--- src/rtl/btm_pkg.sv ---
package btm_pkg;
  localparam int SEL_W = 16;
  localparam int IP_W  = 32;
  localparam int REC_W = 2 * SEL_W + 2 * IP_W + 3;
  localparam logic [7:0] TRACE_BE = 8'hDF;

  // Record, MSB first
  typedef struct packed {
    logic [SEL_W-1:0] src_sel;
    logic [IP_W-1:0]  src_ip;
    logic [SEL_W-1:0] tgt_sel;
    logic [IP_W-1:0]  tgt_ip;
    logic [1:0]       mode;
    logic             size;
  } btm_rec_t;

  // Decoded view of the current bus cycle
  typedef struct packed {
    logic             hit;
    logic             is_tgt;
    logic             fmt_bad;
    logic             mode_bad;
    logic [SEL_W-1:0] sel;
    logic [1:0]       mode;
    logic             size;
  } btm_dec_t;
endpackage

--- src/rtl/btm_decode.sv ---
module btm_decode
  import btm_pkg::*;
(
  input  logic        bus_valid,
  input  logic        bus_special,
  input  logic [7:0]  bus_be,
  input  logic [31:0] bus_addr,
  output btm_dec_t    dec
);
  always_comb begin
    dec.hit      = bus_valid && bus_special && (bus_be == TRACE_BE);
    dec.is_tgt   = bus_addr[31];
    dec.fmt_bad  = dec.hit && ((|bus_addr[27:20]) || bus_addr[3]);
    dec.mode_bad = dec.hit && bus_addr[31] && (bus_addr[30:29] == 2'b01);
    dec.sel      = bus_addr[19:4];
    dec.mode     = bus_addr[30:29];
    dec.size     = bus_addr[28];
  end
endmodule

--- src/rtl/btm_pair.sv ---
module btm_pair
  import btm_pkg::*;
(
  input  logic            clk,
  input  logic            rst,
  input  btm_dec_t        dec,
  input  logic [IP_W-1:0] ip,
  output logic            ack,
  output logic            wr_en,
  output btm_rec_t        wr_rec,
  output logic            err_mode,
  output logic            err_format,
  output logic            err_orphan,
  output logic            err_seq
);
  logic             pend_v;
  logic [SEL_W-1:0] pend_sel;
  logic [IP_W-1:0]  pend_ip;

  always_comb begin
    wr_en          = dec.hit && dec.is_tgt && pend_v;
    wr_rec.src_sel = pend_sel;
    wr_rec.src_ip  = pend_ip;
    wr_rec.tgt_sel = dec.sel;
    wr_rec.tgt_ip  = ip;
    wr_rec.mode    = dec.mode;
    wr_rec.size    = dec.size;
  end

  always_ff @(posedge clk) begin
    if (rst) begin
      pend_v     <= 1'b0;
      pend_sel   <= '0;
      pend_ip    <= '0;
      ack        <= 1'b0;
      err_mode   <= 1'b0;
      err_format <= 1'b0;
      err_orphan <= 1'b0;
      err_seq    <= 1'b0;
    end else begin
      ack        <= dec.hit;
      err_mode   <= dec.mode_bad;
      err_format <= dec.fmt_bad;
      err_orphan <= dec.hit && dec.is_tgt && !pend_v;
      err_seq    <= dec.hit && !dec.is_tgt && pend_v;
      if (dec.hit) begin
        if (dec.is_tgt) begin
          pend_v <= 1'b0;
        end else begin
          pend_v   <= 1'b1;
          pend_sel <= dec.sel;
          pend_ip  <= ip;
        end
      end
    end
  end
endmodule

--- src/rtl/btm_fifo.sv ---
module btm_fifo #(
  parameter int DEPTH = 4,
  parameter int W     = 8
) (
  input  logic         clk,
  input  logic         rst,
  input  logic         wr_en,
  input  logic [W-1:0] wr_data,
  output logic         rd_valid,
  input  logic         rd_ready,
  output logic [W-1:0] rd_data,
  output logic         ovf
);
  localparam int AW = (DEPTH > 1) ? $clog2(DEPTH) : 1;
  localparam int CW = $clog2(DEPTH + 1);
  localparam logic [CW-1:0] FULL_CNT = CW'(DEPTH);
  localparam logic [AW-1:0] PTR_LAST = AW'(DEPTH - 1);

  logic [W-1:0]  mem [DEPTH];
  logic [AW-1:0] wr_ptr, rd_ptr;
  logic [CW-1:0] count, count_nx;
  logic          full, push, pop;

  always_comb begin
    full     = (count == FULL_CNT);
    push     = wr_en && !full;
    pop      = rd_valid && rd_ready;
    count_nx = count;
    if (push && !pop) count_nx = count + 1'b1;
    else if (!push && pop) count_nx = count - 1'b1;
  end

  // Storage without reset so it maps onto RAM
  always_ff @(posedge clk) begin
    if (push) mem[wr_ptr] <= wr_data;
  end

  assign rd_data = mem[rd_ptr];

  always_ff @(posedge clk) begin
    if (rst) begin
      wr_ptr   <= '0;
      rd_ptr   <= '0;
      count    <= '0;
      rd_valid <= 1'b0;
      ovf      <= 1'b0;
    end else begin
      if (push) wr_ptr <= (wr_ptr == PTR_LAST) ? '0 : wr_ptr + 1'b1;
      if (pop)  rd_ptr <= (rd_ptr == PTR_LAST) ? '0 : rd_ptr + 1'b1;
      count    <= count_nx;
      rd_valid <= (count_nx != '0);
      if (wr_en && full) ovf <= 1'b1;
    end
  end
endmodule

--- src/rtl/btm_capture.sv ---
module btm_capture
  import btm_pkg::*;
#(
  parameter int DEPTH = 4
) (
  input  logic             clk,
  input  logic             rst,
  input  logic             bus_valid,
  input  logic             bus_special,
  input  logic [7:0]       bus_be,
  input  logic [31:0]      bus_addr,
  input  logic [IP_W-1:0]  bus_data,
  output logic             bus_ack,
  output logic             rec_valid,
  input  logic             rec_ready,
  output logic [REC_W-1:0] rec_data,
  output logic             err_mode,
  output logic             err_format,
  output logic             err_orphan,
  output logic             err_seq,
  output logic             err_overflow
);
  btm_dec_t dec;
  btm_rec_t wr_rec;
  logic     wr_en;

  btm_decode u_dec (
    .bus_valid   (bus_valid),
    .bus_special (bus_special),
    .bus_be      (bus_be),
    .bus_addr    (bus_addr),
    .dec         (dec)
  );

  btm_pair u_pair (
    .clk        (clk),
    .rst        (rst),
    .dec        (dec),
    .ip         (bus_data),
    .ack        (bus_ack),
    .wr_en      (wr_en),
    .wr_rec     (wr_rec),
    .err_mode   (err_mode),
    .err_format (err_format),
    .err_orphan (err_orphan),
    .err_seq    (err_seq)
  );

  btm_fifo #(.DEPTH(DEPTH), .W(REC_W)) u_fifo (
    .clk      (clk),
    .rst      (rst),
    .wr_en    (wr_en),
    .wr_data  (wr_rec),
    .rd_valid (rec_valid),
    .rd_ready (rec_ready),
    .rd_data  (rec_data),
    .ovf      (err_overflow)
  );
endmodule

--- config.mk ---
export PLATFORM = sky130hd
export DESIGN_NAME = btm_capture
export DESIGN_NICKNAME = d
export VERILOG_FILES = /design/src/rtl/btm_pkg.sv /design/src/rtl/btm_decode.sv /design/src/rtl/btm_pair.sv /design/src/rtl/btm_fifo.sv /design/src/rtl/btm_capture.sv
export SDC_FILE = /design/constraint.sdc
export NUM_CORES = 1
export LEC_CHECK = 0
export BUFFER_PORTS_ARGS = -buffer_cell sky130_fd_sc_hd__buf_2
export CORE_MARGIN = 8
export CORE_UTILIZATION = 45
export DETAILED_ROUTE_END_ITERATION = 7
export GPL_ROUTABILITY_DRIVEN = 0
export PLACE_DENSITY = 0.66
export SYNTH_ARGS = -nofsm -noshare
export SYNTH_HDL_FRONTEND = slang
export SYNTH_HIERARCHICAL = 1
export SYNTH_SLANG_ARGS = --single-unit
--- constraint.sdc ---
create_clock -name clk -period 4.8 [get_ports clk]
set_input_delay 0.96 -clock clk [delete_from_list [all_inputs] [get_ports clk]]
set_output_delay 0.96 -clock clk [all_outputs]
set_load 0.03 [all_outputs]
# --- Word-level counts from Yosys, hierarchy flattened ---
# Memories as Yosys holds them, arrays and structs flattened. A register that Yosys moved wholly into a read port is not among the register bits.
# Cells that the tools add are included.
# W data, S select, Z words.
totals:
  ff_bits: 63
  mem_bits_rw: 396
  inputBits: 77
  out_inout_bits: 106
  elab_cells: 56
  mem_count: 1
memory_table:
  columns: ["name", "depth", "width", "read_ports", "rd_ports_with_merged_regs", "write_ports", "line_no", "rtl"]
  rows:
  - ["u_fifo.mem", 4, 99, 1, 1, 1, "btm_fifo.sv:19", "logic [W-1:0] mem [DEPTH];"]
classes:
  n_addsub: 4
  eq_ne: 5
  muxes: 9
  bitwise_logic: 1
  reduce_logical: 23
ops:
  columns: ["op", "n"]
  rows:
  - ["$logic_and A1 B1 Y1", 14]
  - ["$eq A8 B8 Y1 const B", 1]
  - ["$mux W2", 4]
  - ["$reduce_or A8 Y1", 1]
  - ["$mux W3", 2]
  - ["$logic_not A1 Y1", 5]
  - ["$add A2 B1 Y2 const B", 2]
  - ["$eq A2 B2 Y1 const B", 2]
  - ["$add A3 B1 Y3 const B", 1]
  - ["$eq A3 B3 Y1 const B", 1]
  - ["$mux W1", 3]
  - ["$reduce_bool A3 Y1", 1]
  - ["$sub A3 B1 Y3 const B", 1]
  - ["$eq A2 B1 Y1 const B", 1]
  - ["$reduce_and A2 Y1", 1]
  - ["$logic_or A1 B1 Y1", 1]
  - ["$not A1 Y1", 1]

# --- Longest topological paths before layout ---
# Gate-level depths: netlist of run 1.
depth:
  depth_word: 10
  depth_mapped: 9
  ltp_nobuf: 7

# --- Modules after synthesis ---
# Netlist of run 1, hierarchy kept.
by_module_without_submodules:
  columns: ["mod", "n_inst", "cells_each", "area_per_inst_um2", "seq_area_each_um2"]
  rows:
  - ["btm_fifo", 1, 578, 14820.5, 12111.6]
  - ["btm_pair", 1, 284, 2780.2, 1081.0]
  - ["btm_decode", 1, 29, 222.7, 0.0]

# --- Least setup slack after synthesis of run 1 ---
# Ideal clock, no wire load.
synth_timing:
  kind: "input to register"
  from: "input bus_be[1]"
  to: "memory u_fifo/mem[0][0] in the netlist's numbering (enable)"
  setup_time_ns: 0.470
  t_arrival_ns: 4.728
  t_required_ns: 4.330
  setup_slack_ns: -0.398
  cell_stages: 7
  path_buffers: 2
  cell_sequence: "nand4_1 -> nor4_2 -> buf_4 -> and3_1 -> a21boi_4 -> buf_2 -> and2_1"
synth_lines:
  columns: ["element", "line_no", "rtl"]
  rows:
  - ["start, declared", "btm_capture.sv:10", "input logic [7:0] bus_be,"]
  - ["end, declared", "btm_fifo.sv:19", null]

==> results of run 1 <==
worst paths after layout:
| path | from | end | slack [ps] |
|---|---|---|---|
| worst max-delay path | register | rec_data[85] | 1320 |
| worst min-delay path | u_fifo/rd_ptr[1] | register | 480 |
| worst max register to register | u_pair/pend_v | u_fifo/mem[1][70] | 2320 |
| worst min register to register | u_fifo/rd_ptr[1] | register | 480 |
final cells by class:
type | instances | area, um2 | share of cell area (%)
well taps | 525 | 657 | 3.21
repair buffers | 197 | 1160 | 5.66
flip-flops and latches | 461 | 13200 | 64.5
clock buffers | 64 | 1350 | 6.61
diodes | 2 | 5.00 | 0.0244
inverters | 5 | 18.8 | 0.0917
clock inverters | 26 | 238 | 1.16
multi-input cells | 304 | 3840 | 18.8
worst min-delay path, cell delays in order (launching register included):
cell,delay (ps)
dfxtp_1,310
nand2_1,50
a21oi_1,70
cell families after synthesis:
family                   count (synthesis)  synth area share [%]
adder cells (fa/ha/maj)                  8                 0.562
AND/OR/NAND/NOR                        132                  5.97
XOR/XNOR                                 2                 0.176
flip-flops                             461                  74.0
multiplexers                           101                  12.6
AO/OA/AOI/OAI                           61                  2.12
buffers and inverters                  126                  4.53
per-stage QoR:
step	power, uW	area [um2]	setup slack (ps)
after CTS	8810	20500	1240
after global placement	5110	18900	1200
final	8700	20500	1320
after detailed placement	5120	18900	1200
after floorplan	4970	17800	704
after global routing	8990	20500	1160
Yosys cell counts (3+ instances only):
cell type,count
o21ai_1,10
clkbuf_1,26
and2_1,4
buf_6,6
dfxtp_1,65
nand4bb_1,48
a21oi_1,4
inv_1,5
mux4_2,99
nor2_1,10
buf_2,13
o21ai_0,28
and3_1,3
edfxtp_1,396
buf_4,72
nand2b_1,48
ha_1,8
o21ai_2,11
power groups by stage:
stage	clock network [uW]	registers, uW	logic [uW]
2_1_floorplan	0	4430	533
3_3_place_gp	0	4440	678
3_5_place_dp	0	4440	683
4_1_cts	3770	4350	685
5_1_grt	3920	4350	716
6_report	3680	4350	667
sequential cells by signal (all words and copies together), names as in the netlist, 2 cells and up, named ones only:
signal	cells
u_fifo/mem	396
u_pair/pend_ip	32
u_pair/pend_sel	16
u_fifo/count	3
u_fifo/rd_ptr	2
u_fifo/wr_ptr	2
per-layer routing:
layer | wire [um] | vias to the layer above | track usage (%)
li1 | - | 3767 | -
met1 | 16000 | 4480 | 20.9
met2 | 17700 | 205 | 25.0
met3 | 1850 | 53 | 3.89
met4 | 633 | 0 | 3.84
met5 | 0 | - | 0
==> results by group, run 1 <==
STA
  – Rel. slew slack: 28.8%
  – RSZ-0062 raised after global routing: no
  – Final hold slack: approximately 480 ps
  – Endpoints failing setup: 0
  – Clock Skew: approximately 24 ps
  – Tcrit/Tclk final: around 73%
  – Final slew viol count: 0
  – Tmin final: 3480 ps
  – Fin. Hold Viols: 0
  – Fmax: about 290 MHz
  – Worst Tran Pin Value: 1070 ps
  – Setup TNS: 0 ps

Worst setup path
  – Worst stage delay on the critical path: 690 ps
  – Required @ worst endpoint: 3840 ps
  – CP cell instances: buf_4 -> mux4_2 -> buf_2
  – Slowest CP cell: buf_4
  – Sum of buffers and inverters on the critical path: 2
  – CP max FO: 42
  – Reg2Reg Depth: 4
  – Crit start category: register
  – Worst EP arrival: 2520 ps
  – Setup crit end kind: output pin
  – Stages on the worst setup path: 3
  – Crit path max-delay family: buffers and inverters
  – Critical path class: register to output pin

Route
  – Vias: ~8,500
  – DRT Pass-1 Iters: 5
  – Drt total wl: 36,200 um
  – DRC Markers: 0
  – Detailed Route Iter0 Violations: approximately 640
  – Avg Vias per Cell: approximately 5.4
  – WL/cell: 22.9 um
  – Routed Antenna Nets: 0

Power and ir drop
  – Pwr per Cell Area: 425 mW/mm2
  – Sequential share of power: 50.0%
  – Clock network power share: between 40 and 50%
  – Gate power share: around 7.7%
  – Sw Pwr: 1910 uW
  – Leakage: ~0.0066 uW
  – Max VDD drop: 0.299 mV
  – P_int: slightly below 7000 uW
  – Switching part of the total: 21.9%

Min path
  – Hold Path Depth: 2
  – Path category of the worst min-delay check: register to register

GRT
  – Largest net degree at the start of global routing: approximately 110
  – First-pass GRT wire length: between 50,000 and 60,000 um
  – Antenna violations before repair: 1
  – Vias in the first global route: approximately 8,900
  – GRT Residual Overflow: 0
  – All-Layer GR Usage: 15.4%

Synthesis
  – Leading area contributor after synthesis: edfxtp_1
  – Synthesized instance count: 891
  – Most used DFF post-synth: edfxtp_1
  – EDFF count, synth: 396
  – Post-Syn Area: 0.0178 mm2
  – Syn_nets: around 980
  – Avg Cell Area, Syn: 20.0 um2
  – Async set-reset flop share out of synthesis: 0%
  – Synth top area share: 66.7%
  – Sequential area share after synthesis: 74.0%
  – Yosys Warn Count: 6
  – #FFs+latches synth: 461
  – Unique cell type count in the Yosys netlist: between 40 and 50
  – Top post-synthesis cells by area: edfxtp_1, mux4_2, dfxtp_1

Cells and area
  – Final net count: 1,102
  – Commonest cells after routing, fill and taps aside: edfxtp_1, buf_2, mux4_2
  – Most common cell after layout, fill and taps aside: edfxtp_1
  – Share of cells above drive strength 1: 37.2%
  – Fillers: 3,173
  – P&R area growth vs syn: 14.9%
  – Finished Layout Cells: 1,584
  – Layout Utilization: slightly above 50%

Floorplan
  – Initial Utilization: 45.2%
  – Die W: roughly 220 um
  – Placeable Area: about 0.039 mm2
  – Rows: 73
  – Ports: 183
  – Die Span Y: around 220 um
  – DIE AREA: between 0.04 and 0.05 mm2

CTS
  – CTS tree: built
  – CTS H-tree lvls: 2
  – Hold buffer count at cts: 0
  – CTS root buf: clkbuf_16
  – Post-CTS Resized: 0
  – Clock sinks: 461
  – Clk Latency, worst-skew pair: 570 ps
  – Post-CTS Setup Inserts: 0
  – Clk buf depth: 3
  – Cts bufs inserted: 48
  – Reg clk slew, reported paths: 60 ps

Place
  – DP Wirelength: just over 20,000 um
  – Inst Count DP: ~1,500
  – Number of port buffers: ~180

Outcome
  – Status: finished clean

Job
  – Max Cap Violations: 0
Note: power is estimated with default switching activity, not from simulation.
==> inputs of run 2 (changes only) <==
==> constraint.sdc (replaced) <==
create_clock -name clk -period 3 [get_ports clk]
set_input_delay 0.6 -clock clk [delete_from_list [all_inputs] [get_ports clk]]
set_output_delay 0.6 -clock clk [all_outputs]
set_load 0.03 [all_outputs]
==> results by group, run 2 (synthesis results as in run 1) <==
GRT
  – All-Layer GR Usage: 15.7% (was 15.4%)
  – Antenna violations before repair: 2 (was 1)
  – GRT Residual Overflow: 0 (unchanged)
  – First-pass GRT wire length: 55,900 um (was 55,200 um)
  – Vias in the first global route: 9,024 (was 8,900)
  – Largest net degree at the start of global routing: 74 (was 111)

STA
  – Fmax: 351 MHz
  – Worst Tran Pin Value: 646 ps (was 1070 ps)
  – Clock Skew: 9.01 ps (was 24.1 ps)
  – Fin. Hold Viols: 0 (unchanged)
  – Tmin final: between 2000 and 3000 ps
  – Rel. slew slack: 56.9% (was 28.8%)
  – Tcrit/Tclk final: between 90% and 100%
  – Final hold slack: 263 ps (was 476 ps)
  – Final slew viol count: 0 (unchanged)
  – Endpoints failing setup: 0 (unchanged)
  – Setup TNS: 0 ps (unchanged)
  – RSZ-0062 raised after global routing: no (unchanged)

Cells and area
  – Share of cells above drive strength 1: 37.4% (was 37.2%)
  – Commonest cells after routing, fill and taps aside: edfxtp_1, buf_2, mux4_2 (unchanged)
  – Top Registers: u_fifo/mem x396, u_pair/pend_ip x32, u_pair/pend_sel x16 (unchanged)
  – Layout Utilization: 52.2% (was 51.9%)
  – P&R area growth vs syn: 15.5% (was 14.9%)
  – Most common cell after layout, fill and taps aside: edfxtp_1 (unchanged)
  – Design Area, Final: 0.0206 mm2 (was 0.0205 mm2)
  – Final net count: 1,117 (was 1,102)
  – Largest register FFs: 396 (unchanged)
  – Top reg by flops: u_fifo/mem (unchanged)

CTS
  – CTS H-tree lvls: 2 (unchanged)
  – Clk Latency, worst-skew pair: 560 ps (was 570 ps)
  – Clk buf depth: 3 (unchanged)
  – CTS root buf: clkbuf_16 (unchanged)
  – Cts bufs inserted: 46 (was 48)
  – Post-CTS Setup Inserts: 0 (unchanged)
  – Reg clk slew, reported paths: 60 ps (about the same)
  – CTS tree: built (unchanged)
  – Post-CTS Resized: 0 (unchanged)
  – Clock sinks: 461 (unchanged)
  – Hold buffer count at cts: 0 (unchanged)

Power and ir drop
  – Switching part of the total: 22.3% (was 21.9%)
  – Leakage: 0.00664 uW (was 0.00660 uW)
  – Max VDD drop: 0.492 mV (was 0.299 mV)
  – Sw Pwr: 3000 uW (was 1910 uW)
  – P_int: 10,500 uW (was 6790 uW)
  – Sequential share of power: 51.6% (was 50.0%)
  – Pwr per Cell Area: 655 mW/mm2 (was 425 mW/mm2)
  – Gate power share: 8.1% (was 7.7%)
  – Clock network power share: 40.3% (was 42.3%)

Floorplan
  – Die Span Y: 215 um (unchanged)
  – Rows: 73 (unchanged)
  – Ports: 183 (unchanged)
  – Placeable Area: 0.0395 mm2 (unchanged)
  – DIE AREA: 0.0462 mm2 (unchanged)
  – Die W: 215 um (unchanged)
  – Initial Utilization: 45.2% (unchanged)

Min path
  – Path category of the worst min-delay check: input port to register (was register to register)
  – Hold Path Depth: 1 (was 2)
  – Hold Path Origin: bus_addr[28] (was u_fifo/rd_ptr[1])
  – WHS Endpoint: u_fifo/mem[0][0]

Worst setup path
  – Worst stage delay on the critical path: 630 ps (was 690 ps)
  – Reg-to-reg critical path startpoint: u_pair/pend_v (unchanged)
  – Setup crit end kind: output pin (unchanged)
  – Crit start category: register (unchanged)
  – Crit Reg-Reg Endpoint: u_fifo/mem[2][68] (was u_fifo/mem[1][70])
  – Crit path max-delay family: buffers and inverters (unchanged)
  – Stages on the worst setup path: 3 (unchanged)
  – CP cell instances: buf_4 -> mux4_2 -> buf_2 (unchanged)
  – Reg2Reg Depth: 4 (unchanged)
  – R2R setup slack: 1010 ps (was 2320 ps)
  – Required @ worst endpoint: 2400 ps (was 3840 ps)
  – Worst EP arrival: 2250 ps (was 2520 ps)
  – Sum of buffers and inverters on the critical path: 2 (unchanged)
  – CP max FO: 25 (was 42)
  – Critical path class: register to output pin (unchanged)
  – Slowest CP cell: mux4_2 (was buf_4)

Place
  – DP Wirelength: 22,700 um (was 20,400 um)
  – DP Area: 0.0192 mm2 (was 0.0189 mm2)
  – Number of port buffers: 179 (unchanged)

Route
  – Routed Antenna Nets: 0 (unchanged)
  – Avg Vias per Cell: 5.33 (was 5.37)
  – DRT Pass-1 Iters: 4 (was 5)
  – WL/cell: 22.9 um (about the same)
  – Drt total wl: 36,500 um (was 36,200 um)
  – Vias: 8,509 (was 8,505)
  – DRC Markers: 0 (unchanged)
  – Detailed Route Iter0 Violations: 562 (was 643)

Job
  – Max Cap Violations: 0 (unchanged)

Outcome
  – Status: finished clean (unchanged)
-- run 2: changes by cell type in the layout (fill, tap and decap cells not counted), moves of 2 or more --
cell,previous run,this run
buf_12,10,22
clkinv_1,8,6
clkbuf_1,8,16
buf_4,9,14
clkbuf_16,49,46
clkbuf_8,7,0
-- run 2: per-layer routing --
layer / vias to the layer above / GRT usage [%] / part of all wire [%]
li1: 3789 / - / -
met1: 4415 / 21.4 / 44
met2: 239 / 25.1 / 48
met3: 62 / 3.75 / 6.3
met4: 4 / 4.56 / 1.9
met5: - / 0 / 0.063
-- run 2: power by group through the flow --
stage	clock, uW	sequential (uW)	combinational [uW]
global route	5810	6960	1180
CTS	5570	6960	1130
finish	5430	6960	1090
detailed placement	0	7090	1120
global placement	0	7090	1120
floorplan	0	7090	853
-- run 2: stage by stage --
stage / total power, uW / std cells / worst slack (ps)
after floorplan: 7950 / 891 / -110
after global placement: 8210 / 1509 / 130
after detailed placement: 8220 / 1509 / 125
after CTS: 13700 / 1595 / 66.4
after global routing: 13900 / 1595 / 22.7
final: 13500 / 1596 / 153
-- run 2: worst max path at each step --
stage               slack, ps       from          endpoint
floorplan                -110  bus_be[1]  u_fifo/mem[0][0]
global placement          130  bus_be[1]  u_fifo/mem[2][4]
detailed placement        130  bus_be[1]  u_fifo/mem[2][4]
CTS                        70   register      rec_data[81]
global route               20   register      rec_data[80]
finish                    150   register      rec_data[81]
-- run 2: cell type report --
cell class	count	area (um2)
fill	3160	18900
sequential	461	13200
multi-input combinational	304	3840
timing repair buffer	214	1440
clock buffer	62	1210
tap	525	657
clock inverter	24	214
inverter	5	18.8
antenna	1	2.50
==> inputs of run 3 (changes only) <==
--- a/config.mk
+++ b/config.mk
@@ -10,6 +10,7 @@
 export CORE_UTILIZATION = 45
 export DETAILED_ROUTE_END_ITERATION = 7
 export GPL_ROUTABILITY_DRIVEN = 0
+export GPL_TIMING_DRIVEN = 0
 export PLACE_DENSITY = 0.66
 export SYNTH_ARGS = -nofsm -noshare
 export SYNTH_HDL_FRONTEND = slang
==> constraint.sdc (replaced) <==
create_clock -name clk -period 3 [get_ports clk]
set_input_delay 0.6 -clock clk [delete_from_list [all_inputs] [get_ports clk]]
set_output_delay 0.6 -clock clk [all_outputs]
set_load 0.1 [all_outputs]
==> results by group, run 3 (synthesis results as in run 1) <==
Power and ir drop
  – Clock network power share: 39.9% (was 40.3%)
  – Sw Pwr: 3690 uW (was 3000 uW)
  – P_int: 10,900 uW (was 10,500 uW)
  – Gate power share: 12.5% (was 8.1%)
  – Pwr per Cell Area: 691 mW/mm2 (was 655 mW/mm2)
  – Max VDD drop: 0.491 mV (was 0.492 mV)
  – Leakage: 0.00699 uW (was 0.00664 uW)
  – Switching part of the total: 25.3% (was 22.3%)
  – Sequential share of power: 47.7% (was 51.6%)

Cells and area
  – Top Registers: u_fifo/mem x396, u_pair/pend_ip x32, u_pair/pend_sel x16 (unchanged)
  – Final net count: 1,196 (was 1,117)
  – Ant. Diodes: 0 (was 1)
  – Largest register FFs: 396 (unchanged)
  – Commonest cells after routing, fill and taps aside: edfxtp_1, buf_2, mux4_2 (unchanged)
  – Most common cell after layout, fill and taps aside: edfxtp_1 (unchanged)
  – Share of cells above drive strength 1: 40.1% (was 37.4%)
  – P&R area growth vs syn: 18.3% (was 15.5%)
  – Top reg by flops: u_fifo/mem (unchanged)

Route
  – WL/cell: 23.3 um (was 22.9 um)
  – Avg Vias per Cell: 5.27 (was 5.33)
  – Vias: 8,815 (was 8,509)
  – DR top layer: met4 (was met5)
  – Routed Antenna Nets: 0 (unchanged)
  – Drt total wl: 39,000 um (was 36,500 um)
  – M1 WL: 16,600 um (was 15,900 um)
  – DRC Markers: 0 (unchanged)
  – Met2 WL: 19,200 um (was 17,600 um)
  – Detailed Route Iter0 Violations: 598 (was 562)
  – DRT Pass-1 Iters: 5 (was 4)
  – Met3 WL: 2370 um (was 2280 um)

CTS
  – CTS tree: built (unchanged)
  – Clock sinks: 461 (unchanged)
  – Hold buffer count at cts: 0 (unchanged)
  – CTS root buf: clkbuf_16 (unchanged)
  – Reg clk slew, reported paths: 60 ps (about the same)
  – Clk buf depth: 3 (unchanged)
  – Clk Latency, worst-skew pair: 560 ps (about the same)
  – CTS H-tree lvls: 2 (unchanged)
  – Cts bufs inserted: 47 (was 46)

STA
  – Tmin final: 2920 ps (was 2850 ps)
  – Final WS setup: 76.2 ps (was 153 ps)
  – RSZ-0062 raised after global routing: no (unchanged)
  – Fmax: 342 MHz (was 351 MHz)
  – Tcrit/Tclk final: 97.5% (was 94.9%)
  – Endpoints failing setup: 0 (unchanged)
  – Rel. slew slack: 46.2% (was 56.9%)
  – Fin. Hold Viols: 0 (unchanged)
  – Clock Skew: 9.13 ps (was 9.01 ps)
  – Setup TNS: 0 ps (unchanged)
  – Worst Tran Pin Value: 807 ps (was 646 ps)
  – Final slew viol count: 0 (unchanged)

Worst setup path
  – CP cell instances: buf_2 -> buf_4 -> buf_4 -> mux4_2 -> buf_4 (was buf_4 -> mux4_2 -> buf_2)
  – Worst stage delay on the critical path: 350 ps (was 630 ps)
  – Worst EP arrival: 2320 ps (was 2250 ps)
  – Setup crit end kind: output pin (unchanged)
  – Slowest CP cell: mux4_2 (unchanged)
  – CP max FO: 10 (was 25)
  – Most frequent cell on the critical path: buf_4
  – Critical path class: register to output pin (unchanged)
  – Required @ worst endpoint: 2400 ps (about the same)
  – Crit start category: register (unchanged)

GRT
  – Vias in the first global route: 9,176 (was 9,024)
  – All-Layer GR Usage: 16.2% (was 15.7%)
  – GRT Residual Overflow: 0 (unchanged)
  – Largest net degree at the start of global routing: 53 (was 74)
  – Antenna violations before repair: 1 (was 2)
  – First-pass GRT wire length: 57,000 um (was 55,900 um)

Job
  – Max Cap Violations: 0 (unchanged)

Place
  – DP Wirelength: 24,200 um (was 22,700 um)
  – DP Worst Slack: -1340 ps (was 125 ps)
  – Number of port buffers: 161 (was 179)

Floorplan
  – DIE AREA: 0.0462 mm2 (unchanged)
  – Initial Utilization: 45.2% (unchanged)
  – Die W: 215 um (unchanged)
  – Placeable Area: 0.0395 mm2 (unchanged)
  – Die Span Y: 215 um (unchanged)
  – Ports: 183 (unchanged)
  – Rows: 73 (unchanged)

Outcome
  – Status: finished clean (unchanged)

Min path
  – Path category of the worst min-delay check: input port to register (unchanged)
run 3: power by group through the flow:
stage                     clock, uW  sequential (uW)  combinational [uW]
after floorplan                   0             7130                1430
after global placement            0             7080                1810
after detailed placement          0             7090                1820
after CTS                      5940             6950                1850
after global routing           6180             6950                1910
final                          5810             6950                1820
run 3: layer usage:
metal | GRT usage [%] | vias up
li1 | - | 3955
met1 | 21.7 | 4536
met2 | 26.5 | 266
met3 | 3.47 | 58
met4 | 4.68 | 0
met5 | 0 | -
run 3: worst paths after layout:
| path | from | end | slack (ps) | depth (start not counted) |
|---|---|---|---|---|
| worst max-delay path | register | rec_data[69] | 80 | 5 |
| worst min-delay path | bus_addr[5] | u_pair/pend_sel[1] | 320 | 3 |
| worst max register to register | u_fifo/count[1] | u_fifo/mem[3][19] | 650 | 6 |
| worst min register to register | u_fifo/ovf | u_fifo/ovf | 460 | 2 |
run 3: stage by stage:
step	area (um2)	std cells	hold slack [ps]	utilization, %	power (uW)
after floorplan	17800	891	454	-	8560
after global placement	19300	1577	455	48.9	8900
after detailed placement	19400	1581	451	49.2	8910
after CTS	21000	1670	290	53.3	14700
after global routing	21100	1674	297	53.4	15000
final	21100	1674	325	53.4	14600
run 3: cell type report:
type	count	area (um2)
flip-flops and latches	461	13200
inverters	5	18.8
clock buffers	69	1340
multi-input cells	308	3870
fillers	3192	18400
plain buffers	121	837
clock inverters	18	203
well taps	525	657
repair buffers	167	968
run 3: timing repair:
item,in CTS,in global routing
setup endpoints to repair,486,211
endpoints found under the hold margin,0,0
gates resized for setup,30,5
gates cloned,0,4
pin swaps,1,4
setup buffers,2,0
run 3: critical path: cells and delay by family (launching register included):
family	cells	cell delay, ps
buffers and inverters	4	1090
DFF	1	300
muxes	1	350
